--- src/rtl/rsmap_pkg.sv ---
package rsmap_pkg;
  typedef enum logic [1:0] {
    OP_ALLOC = 2'd0,
    OP_CALL  = 2'd1,
    OP_RET   = 2'd2,
    OP_NOP   = 2'd3
  } rs_op_e;

  typedef enum logic [1:0] {
    ST_IDLE  = 2'd0,
    ST_SPILL = 2'd1,
    ST_FILL  = 2'd2
  } rs_state_e;

  localparam int unsigned GLOBAL_REGS = 32;
endpackage

--- src/rtl/rsmap_lookup.sv ---
module rsmap_lookup #(
  parameter int unsigned NPHYS  = 128,
  parameter int unsigned LREG_W = 7,
  parameter int unsigned SZ_W   = 7,
  parameter int unsigned BOF_W  = 7,
  parameter int unsigned PREG_W = 8
) (
  input  logic [LREG_W-1:0] lreg,
  input  logic [BOF_W-1:0]  bof,
  input  logic [SZ_W-1:0]   sof,
  output logic [PREG_W-1:0] preg,
  output logic              illegal
);
  import rsmap_pkg::*;

  localparam int unsigned CW = 16;

  logic          in_stack;
  logic [CW-1:0] offset;
  logic [CW-1:0] slot;

  always_comb begin
    in_stack = (CW'(lreg) >= CW'(GLOBAL_REGS));
    offset   = CW'(lreg) - CW'(GLOBAL_REGS);
    slot     = CW'(bof) + offset;
    if (slot >= CW'(NPHYS)) begin
      slot = slot - CW'(NPHYS);
    end
    illegal = in_stack && (offset >= CW'(sof));
    if (in_stack) begin
      preg = PREG_W'(slot + CW'(GLOBAL_REGS));
    end else begin
      preg = PREG_W'(lreg);
    end
  end
endmodule

--- src/rtl/rsmap_lifo.sv ---
module rsmap_lifo #(
  parameter int unsigned DEPTH = 16,
  parameter int unsigned SZ_W  = 7
) (
  input  logic            clk,
  input  logic            rst_n,
  input  logic            push,
  input  logic            pop,
  input  logic [SZ_W-1:0] push_sol,
  input  logic [SZ_W-1:0] push_sof,
  output logic [SZ_W-1:0] top_sol,
  output logic [SZ_W-1:0] top_sof,
  output logic            full,
  output logic            empty
);
  localparam int unsigned SP_W = $clog2(DEPTH + 1);
  localparam int unsigned IX_W = (DEPTH > 1) ? $clog2(DEPTH) : 1;

  logic [SZ_W-1:0] mem_sol [DEPTH];
  logic [SZ_W-1:0] mem_sof [DEPTH];
  logic [SP_W-1:0] sp_q;
  logic [SP_W-1:0] sp_d;
  logic [IX_W-1:0] top_ix;
  logic [IX_W-1:0] wr_ix;

  always_comb begin
    sp_d = sp_q;
    if (push && !full) begin
      sp_d = sp_q + SP_W'(1);
    end else if (pop && !empty) begin
      sp_d = sp_q - SP_W'(1);
    end
  end

  always_comb begin
    wr_ix  = IX_W'(sp_q);
    top_ix = (sp_q == '0) ? '0 : IX_W'(sp_q - SP_W'(1));
  end

  assign full    = (sp_q == SP_W'(DEPTH));
  assign empty   = (sp_q == '0);
  assign top_sol = mem_sol[top_ix];
  assign top_sof = mem_sof[top_ix];

  always_ff @(posedge clk or negedge rst_n) begin
    if (!rst_n) begin
      sp_q <= '0;
    end else begin
      sp_q <= sp_d;
    end
  end

  always_ff @(posedge clk) begin
    if (push && !full) begin
      mem_sol[wr_ix] <= push_sol;
      mem_sof[wr_ix] <= push_sof;
    end
  end
endmodule

--- src/rtl/rsmap_ctrl.sv ---
module rsmap_ctrl #(
  parameter int unsigned NPHYS     = 128,
  parameter int unsigned MAX_FRAME = 96,
  parameter int unsigned SZ_W      = 7,
  parameter int unsigned BOF_W     = 7,
  parameter int unsigned PREG_W    = 8
) (
  input  logic              clk,
  input  logic              rst_n,
  input  logic              cmd_valid,
  input  logic [1:0]        cmd_op,
  input  logic [SZ_W-1:0]   cmd_locals,
  input  logic [SZ_W-1:0]   cmd_frame,
  output logic              cmd_ready,
  input  logic [SZ_W-1:0]   top_sol,
  input  logic [SZ_W-1:0]   top_sof,
  input  logic              stk_full,
  input  logic              stk_empty,
  output logic              stk_push,
  output logic              stk_pop,
  output logic [SZ_W-1:0]   cur_sol,
  output logic [SZ_W-1:0]   cur_sof,
  output logic [BOF_W-1:0]  cur_bof,
  output logic              xfer_spill,
  output logic              xfer_fill,
  output logic [PREG_W-1:0] xfer_reg,
  input  logic              xfer_ack
);
  import rsmap_pkg::*;

  localparam int unsigned CW   = 16;
  localparam int unsigned DC_W = $clog2(NPHYS + 1);

  function automatic logic [BOF_W-1:0] ring_add(input logic [CW-1:0] a, input logic [CW-1:0] b);
    logic [CW-1:0] s;
    s = a + b;
    if (s >= CW'(NPHYS)) s = s - CW'(NPHYS);
    return BOF_W'(s);
  endfunction

  function automatic logic [BOF_W-1:0] ring_sub(input logic [CW-1:0] a, input logic [CW-1:0] b);
    logic [CW-1:0] s;
    s = a + CW'(NPHYS) - b;
    if (s >= CW'(NPHYS)) s = s - CW'(NPHYS);
    return BOF_W'(s);
  endfunction

  rs_state_e       st_q, st_d;
  rs_op_e          op;
  logic [BOF_W-1:0] bof_q, bof_d;
  logic [SZ_W-1:0]  sol_q, sol_d, sof_q, sof_d;
  logic [SZ_W-1:0]  psol_q, psol_d, psof_q, psof_d;
  logic [DC_W-1:0]  nd_q, nd_d, cnt_q, cnt_d, nd_inc;
  logic [CW-1:0]    need;

  assign op     = rs_op_e'(cmd_op);
  assign nd_inc = nd_q + DC_W'(1);

  always_comb begin
    st_d     = st_q;
    bof_d    = bof_q;
    sol_d    = sol_q;
    sof_d    = sof_q;
    nd_d     = nd_q;
    cnt_d    = cnt_q;
    psol_d   = psol_q;
    psof_d   = psof_q;
    stk_push = 1'b0;
    stk_pop  = 1'b0;
    need     = CW'(nd_q) + CW'(cmd_frame);
    case (st_q)
      ST_IDLE: begin
        if (cmd_valid) begin
          case (op)
            OP_ALLOC: begin
              if ((CW'(cmd_frame) <= CW'(MAX_FRAME)) && (cmd_locals <= cmd_frame)) begin
                if (need > CW'(NPHYS)) begin
                  st_d   = ST_SPILL;
                  cnt_d  = DC_W'(need - CW'(NPHYS));
                  psol_d = cmd_locals;
                  psof_d = cmd_frame;
                end else begin
                  sol_d = cmd_locals;
                  sof_d = cmd_frame;
                end
              end
            end
            OP_CALL: begin
              if (!stk_full) begin
                stk_push = 1'b1;
                bof_d    = ring_add(CW'(bof_q), CW'(sol_q));
                nd_d     = nd_q + DC_W'(sol_q);
                sof_d    = sof_q - sol_q;
                sol_d    = '0;
              end
            end
            OP_RET: begin
              if (!stk_empty) begin
                if (DC_W'(top_sol) > nd_q) begin
                  st_d  = ST_FILL;
                  cnt_d = DC_W'(top_sol) - nd_q;
                end else begin
                  stk_pop = 1'b1;
                  bof_d   = ring_sub(CW'(bof_q), CW'(top_sol));
                  nd_d    = nd_q - DC_W'(top_sol);
                  sol_d   = top_sol;
                  sof_d   = top_sof;
                end
              end
            end
            default: ;
          endcase
        end
      end
      ST_SPILL: begin
        if (xfer_ack) begin
          nd_d = nd_q - DC_W'(1);
          if (cnt_q == DC_W'(1)) begin
            sol_d = psol_q;
            sof_d = psof_q;
            st_d  = ST_IDLE;
          end else begin
            cnt_d = cnt_q - DC_W'(1);
          end
        end
      end
      ST_FILL: begin
        if (xfer_ack) begin
          if (cnt_q == DC_W'(1)) begin
            stk_pop = 1'b1;
            bof_d   = ring_sub(CW'(bof_q), CW'(top_sol));
            nd_d    = nd_inc - DC_W'(top_sol);
            sol_d   = top_sol;
            sof_d   = top_sof;
            st_d    = ST_IDLE;
          end else begin
            nd_d  = nd_inc;
            cnt_d = cnt_q - DC_W'(1);
          end
        end
      end
      default: st_d = ST_IDLE;
    endcase
  end

  always_ff @(posedge clk or negedge rst_n) begin
    if (!rst_n) begin
      st_q   <= ST_IDLE;
      bof_q  <= '0;
      sol_q  <= '0;
      sof_q  <= '0;
      nd_q   <= '0;
      cnt_q  <= '0;
      psol_q <= '0;
      psof_q <= '0;
    end else begin
      st_q   <= st_d;
      bof_q  <= bof_d;
      sol_q  <= sol_d;
      sof_q  <= sof_d;
      nd_q   <= nd_d;
      cnt_q  <= cnt_d;
      psol_q <= psol_d;
      psof_q <= psof_d;
    end
  end

  always_comb begin
    cmd_ready  = (st_q == ST_IDLE);
    xfer_spill = (st_q == ST_SPILL);
    xfer_fill  = (st_q == ST_FILL);
    if (st_q == ST_FILL) begin
      xfer_reg = PREG_W'(CW'(ring_sub(CW'(bof_q), CW'(nd_inc))) + CW'(GLOBAL_REGS));
    end else begin
      xfer_reg = PREG_W'(CW'(ring_sub(CW'(bof_q), CW'(nd_q))) + CW'(GLOBAL_REGS));
    end
    cur_sol = sol_q;
    cur_sof = sof_q;
    cur_bof = bof_q;
  end
endmodule

--- src/rtl/regstack_mapper.sv ---
module regstack_mapper #(
  parameter int unsigned NPHYS     = 128,
  parameter int unsigned MAX_FRAME = 96,
  parameter int unsigned DEPTH     = 16,
  parameter int unsigned NPORTS    = 2,
  parameter int unsigned LREG_W    = 7,
  parameter int unsigned SZ_W      = $clog2(MAX_FRAME + 1),
  parameter int unsigned PREG_W    = $clog2(32 + NPHYS)
) (
  input  logic                     clk,
  input  logic                     rst_n,
  input  logic                     cmd_valid,
  input  logic [1:0]               cmd_op,
  input  logic [SZ_W-1:0]          cmd_locals,
  input  logic [SZ_W-1:0]          cmd_frame,
  output logic                     cmd_ready,
  input  logic [NPORTS*LREG_W-1:0] lreg,
  output logic [NPORTS*PREG_W-1:0] preg,
  output logic [NPORTS-1:0]        illegal,
  output logic                     xfer_spill,
  output logic                     xfer_fill,
  output logic [PREG_W-1:0]        xfer_reg,
  input  logic                     xfer_ack
);
  localparam int unsigned BOF_W = $clog2(NPHYS);

  logic [SZ_W-1:0]  top_sol, top_sof, cur_sol, cur_sof;
  logic [BOF_W-1:0] cur_bof;
  logic             stk_full, stk_empty, stk_push, stk_pop;

  rsmap_ctrl #(
    .NPHYS(NPHYS), .MAX_FRAME(MAX_FRAME), .SZ_W(SZ_W), .BOF_W(BOF_W), .PREG_W(PREG_W)
  ) ctrl_i (
    .clk(clk), .rst_n(rst_n),
    .cmd_valid(cmd_valid), .cmd_op(cmd_op), .cmd_locals(cmd_locals), .cmd_frame(cmd_frame),
    .cmd_ready(cmd_ready),
    .top_sol(top_sol), .top_sof(top_sof), .stk_full(stk_full), .stk_empty(stk_empty),
    .stk_push(stk_push), .stk_pop(stk_pop),
    .cur_sol(cur_sol), .cur_sof(cur_sof), .cur_bof(cur_bof),
    .xfer_spill(xfer_spill), .xfer_fill(xfer_fill), .xfer_reg(xfer_reg), .xfer_ack(xfer_ack)
  );

  rsmap_lifo #(.DEPTH(DEPTH), .SZ_W(SZ_W)) lifo_i (
    .clk(clk), .rst_n(rst_n), .push(stk_push), .pop(stk_pop),
    .push_sol(cur_sol), .push_sof(cur_sof),
    .top_sol(top_sol), .top_sof(top_sof), .full(stk_full), .empty(stk_empty)
  );

  for (genvar g = 0; g < NPORTS; g++) begin : g_port
    rsmap_lookup #(
      .NPHYS(NPHYS), .LREG_W(LREG_W), .SZ_W(SZ_W), .BOF_W(BOF_W), .PREG_W(PREG_W)
    ) lookup_i (
      .lreg(lreg[g*LREG_W +: LREG_W]),
      .bof(cur_bof),
      .sof(cur_sof),
      .preg(preg[g*PREG_W +: PREG_W]),
      .illegal(illegal[g])
    );
  end
endmodule

--- config.mk ---
export PLATFORM = sky130hd
export DESIGN_NAME = regstack_mapper
export DESIGN_NICKNAME = d
export VERILOG_FILES = /design/src/rtl/rsmap_pkg.sv /design/src/rtl/rsmap_lookup.sv /design/src/rtl/rsmap_lifo.sv /design/src/rtl/rsmap_ctrl.sv /design/src/rtl/regstack_mapper.sv
export SDC_FILE = /design/constraint.sdc
export NUM_CORES = 1
export LEC_CHECK = 0
export ABC_AREA = 1
export CORE_ASPECT_RATIO = 1.4
export CORE_MARGIN = 1
export CORE_UTILIZATION = 56
export DETAILED_ROUTE_END_ITERATION = 16
export GPL_TIMING_DRIVEN = 0
export HOLD_SLACK_MARGIN = 0.02
export MAX_ROUTING_LAYER = met4
export PLACE_DENSITY = 0.73
export SKIP_CTS_REPAIR_TIMING = 1
export SYNTH_ARGS = -nofsm -noshare
export SYNTH_HDL_FRONTEND = slang
export SYNTH_SLANG_ARGS = --single-unit
--- constraint.sdc ---
create_clock -name clk -period 4.19 [get_ports clk]
set_clock_uncertainty 0.2 [all_clocks]
set_input_delay 0.6285 -clock clk [delete_from_list [all_inputs] [get_ports clk]]
set_output_delay 0.6285 -clock clk [all_outputs]
set_load 0.05 [all_outputs]
==> results by group <==
Synthesis
  • Syn. warnings: 0
  • Post-synth top cells: 529 x nand2_1, 282 x nand3_1, 224 x edfxtp_1, 199 x inv_1, 117 x nor2_1
  • Cells after Synth: 2000
  • Post-Syn Nets: 2161
  • Post-synthesis cell type count: 47
  • Synth area leader: edfxtp_1
  • Cell Area, Synth: 17300 um^2
  • Syn_area_per_cell: 8.63 um^2
  • Seq/Total Area, Yosys: 0.474
  • Top-count cell post-synth: nand2_1
  • Post-synth EDFFs: 224
  • Yosys top cell area share: 0.390
  • Asr flop ratio synth: 0.206
  • Largest cells by area after synthesis: edfxtp_1 39%, nand2_1 12%, dfrtp_1 8.4%, ha_1 8.4%, nand3_1 8.2%
  • Synthesis-stage register bit count: 282
  • Most used DFF post-synth: edfxtp_1

Worst setup path
  • Setup crit end kind: flip-flop
  • R2r setup slk: -0.13 ns
  • Max FO, Critical Path: 10
  • Arr. time, crit path: 4.56 ns
  • Crit start category: flip-flop
  • Crit path max-delay family: simple AND/OR/NAND/NOR gates
  • R2R Path End: lifo_i.sp_q[3]
  • Worst r2r path cells: 26
  • Slowest Stage Delay on Critical Path: 0.42 ns
  • Critical R2R Launch: lifo_i.sp_q[0]
  • Worst EP required: 4.43 ns
  • Critical path buffers and inverters: 8
  • Critical path class: reg -> reg
  • CP Depth: 26
  • Crit path max-delay cell type: dfrtp_1

CTS
  • CTS tree: done
  • Max H-tree Level: 1
  • Total CTS buffers: 27
  • Clock buffer depth: 3
  • TritonCTS Sinks: 282
  • Worst-Skew Late Latency: 0.55 ns
  • CTS Root Cell: clkbuf_16
  • CTS clk-pin slew, worst paths: 0.07 ns

Die
  • Rows: 75
  • Core footprint: 30100 um^2
  • Die Width: 150 um
  • IO Count: 63
  • Die Y: 210 um
  • Initial Util: 0.573
  • Die Area: 31500 um^2

Place
  • Routability cong.: 1.02
  • Placed Area: 18400 um^2
  • # port buffers: 62
  • Dpl ws: -1.35 ns
  • Detailed Place HPWL: 37600 um

Global route
  • Initial antenna violation count: 1
  • GRT Resource Usage Total: 0.346
  • Total congestion overflow: 0
  • Vias in the first global route: 14.3k
  • Global-route wire length before repair: 79800 um
  • Largest net degree at the start of global routing: 59

Timing
  • Fmax achieved: 0.232 GHz
  • RSZ-0062 raised after global routing: yes
  • Worst slew pin tran: 1.42 ns
  • Final min period: 4.32 ns
  • Worst setup margin: -0.129 ns
  • Final TNS setup: -0.479 ns
  • Tcrit/Tclk final: 1.03
  • Final slew viol count: 0
  • Endpoints failing hold: 25
  • Slew HR: 0.0516
  • Worst hold margin: -0.0362 ns
  • Setup violators final: 7

Worst hold path
  • Worst min-delay path class: in -> async

Drt
  • DRT Pass-1 Iters: 5
  • DRC viols: 0
  • DR WL/cell: 20.7 um
  • Vias per Instance: 5.90
  • DRT antenna net count: 0
  • Routed via count: 15.0k
  • WL final: 52600 um
  • Initial DRC Count: 1197

Cells and area
  • Layout net count: 2299
  • Fraction of layout cells with a size suffix above 1: 0.130
  • Post-layout instance area: 20300 um^2
  • Area Growth Syn to Fin: 17.7%

Outcome
  • Outcome: complete, but fails checks
  • Failing checks: negative hold slack, negative setup slack

Run
  • Max Cap Violations: 0
-- worst reg2reg max path: cells and delay by family, from the launching register on --
| family | cells | cell delay, ns |
|---|---|---|
| buffers and inverters | 8 | 1.24 |
| DFF | 1 | 0.42 |
| AOI/OAI and AO/OA | 2 | 0.26 |
| and+or+nand+nor | 14 | 1.55 |
| adders and majority gates | 2 | 0.54 |
-- layout make-up --
cell class                 count  area, um^2
fill                        2490        9810
multi-input combinational   1431        8440
sequential                   282        8190
timing repair buffer         108        1020
inverter                     211         818
clock buffer                  36         719
buffer                        77         572
tap                          385         482
clock inverter                13        70.1
antenna                        1        2.50
-- cell families after synthesis --
logic type      after synthesis  synth area share
compound gates              268            0.0876
xor+xnor                     44            0.0223
fa+ha+maj                   127            0.0969
buf+inv                     288            0.0710
flops                       282             0.474
mux                           1          0.000652
simple gates                990             0.248
-- flip-flops by register name, summed over array words and instances, names as in the netlist --
register	count
lifo_i.mem_sol	112
ctrl_i.psof_q	7
ctrl_i.psol_q	7
ctrl_i.cnt_q	8
lifo_i.mem_sof	112
ctrl_i.st_q	2
ctrl_i.nd_q	8
lifo_i.sp_q	5
ctrl_i.cur_sof	7
ctrl_i.cur_sol	7
ctrl_i.cur_bof	7
-- through the flow --
stage,cells,utilization
floorplan,2000,-
global placement,2447,0.610
detailed placement,2449,0.610
CTS,2498,0.636
global route,2544,0.674
finish,2544,0.674
-- cells in the final DEF (no fill, tap or decap), types with 29 or more instances in the layout --
cell,netlist,routed
o21ai_0,90,84
inv_1,199,194
ha_1,116,105
clkdlybuf4s50_1,0,45
nand3_1,282,258
buf_4,13,59
edfxtp_1,224,224
a21oi_1,94,92
nand2_1,529,501
dfrtp_1,58,49
nor2_1,117,104
xor2_1,30,29
clkbuf_16,0,29
-- metal layers --
metal	track usage	routed length (um)	up-vias
li1	-	-	7078
met1	0.392	19200	7115
met2	0.583	26400	662
met3	0.0385	3520	161
met4	0.206	3510	0
met5	-	0	-
-- how the worst max path moves through the flow --
| stage | from | end | slack, ns |
|---|---|---|---|
| after floorplan | lifo_i.sp_q[0] | ctrl_i.cur_sol[3] | 0.05 |
| after global placement | lifo_i.sp_q[0] | ctrl_i.cur_sol[2] | -1.30 |
| after detailed placement | lifo_i.sp_q[0] | ctrl_i.cur_sof[6] | -1.35 |
| after CTS | lifo_i.sp_q[0] | ctrl_i.cur_sof[6] | -1.38 |
| after global routing | lifo_i.sp_q[0] | lifo_i.sp_q[3] | -0.25 |
| final | lifo_i.sp_q[0] | lifo_i.sp_q[3] | -0.13 |
Power is left out: the tool's default activity adds up to more than one toggle a clock period on the data nets, which glitch-free logic cannot reach.
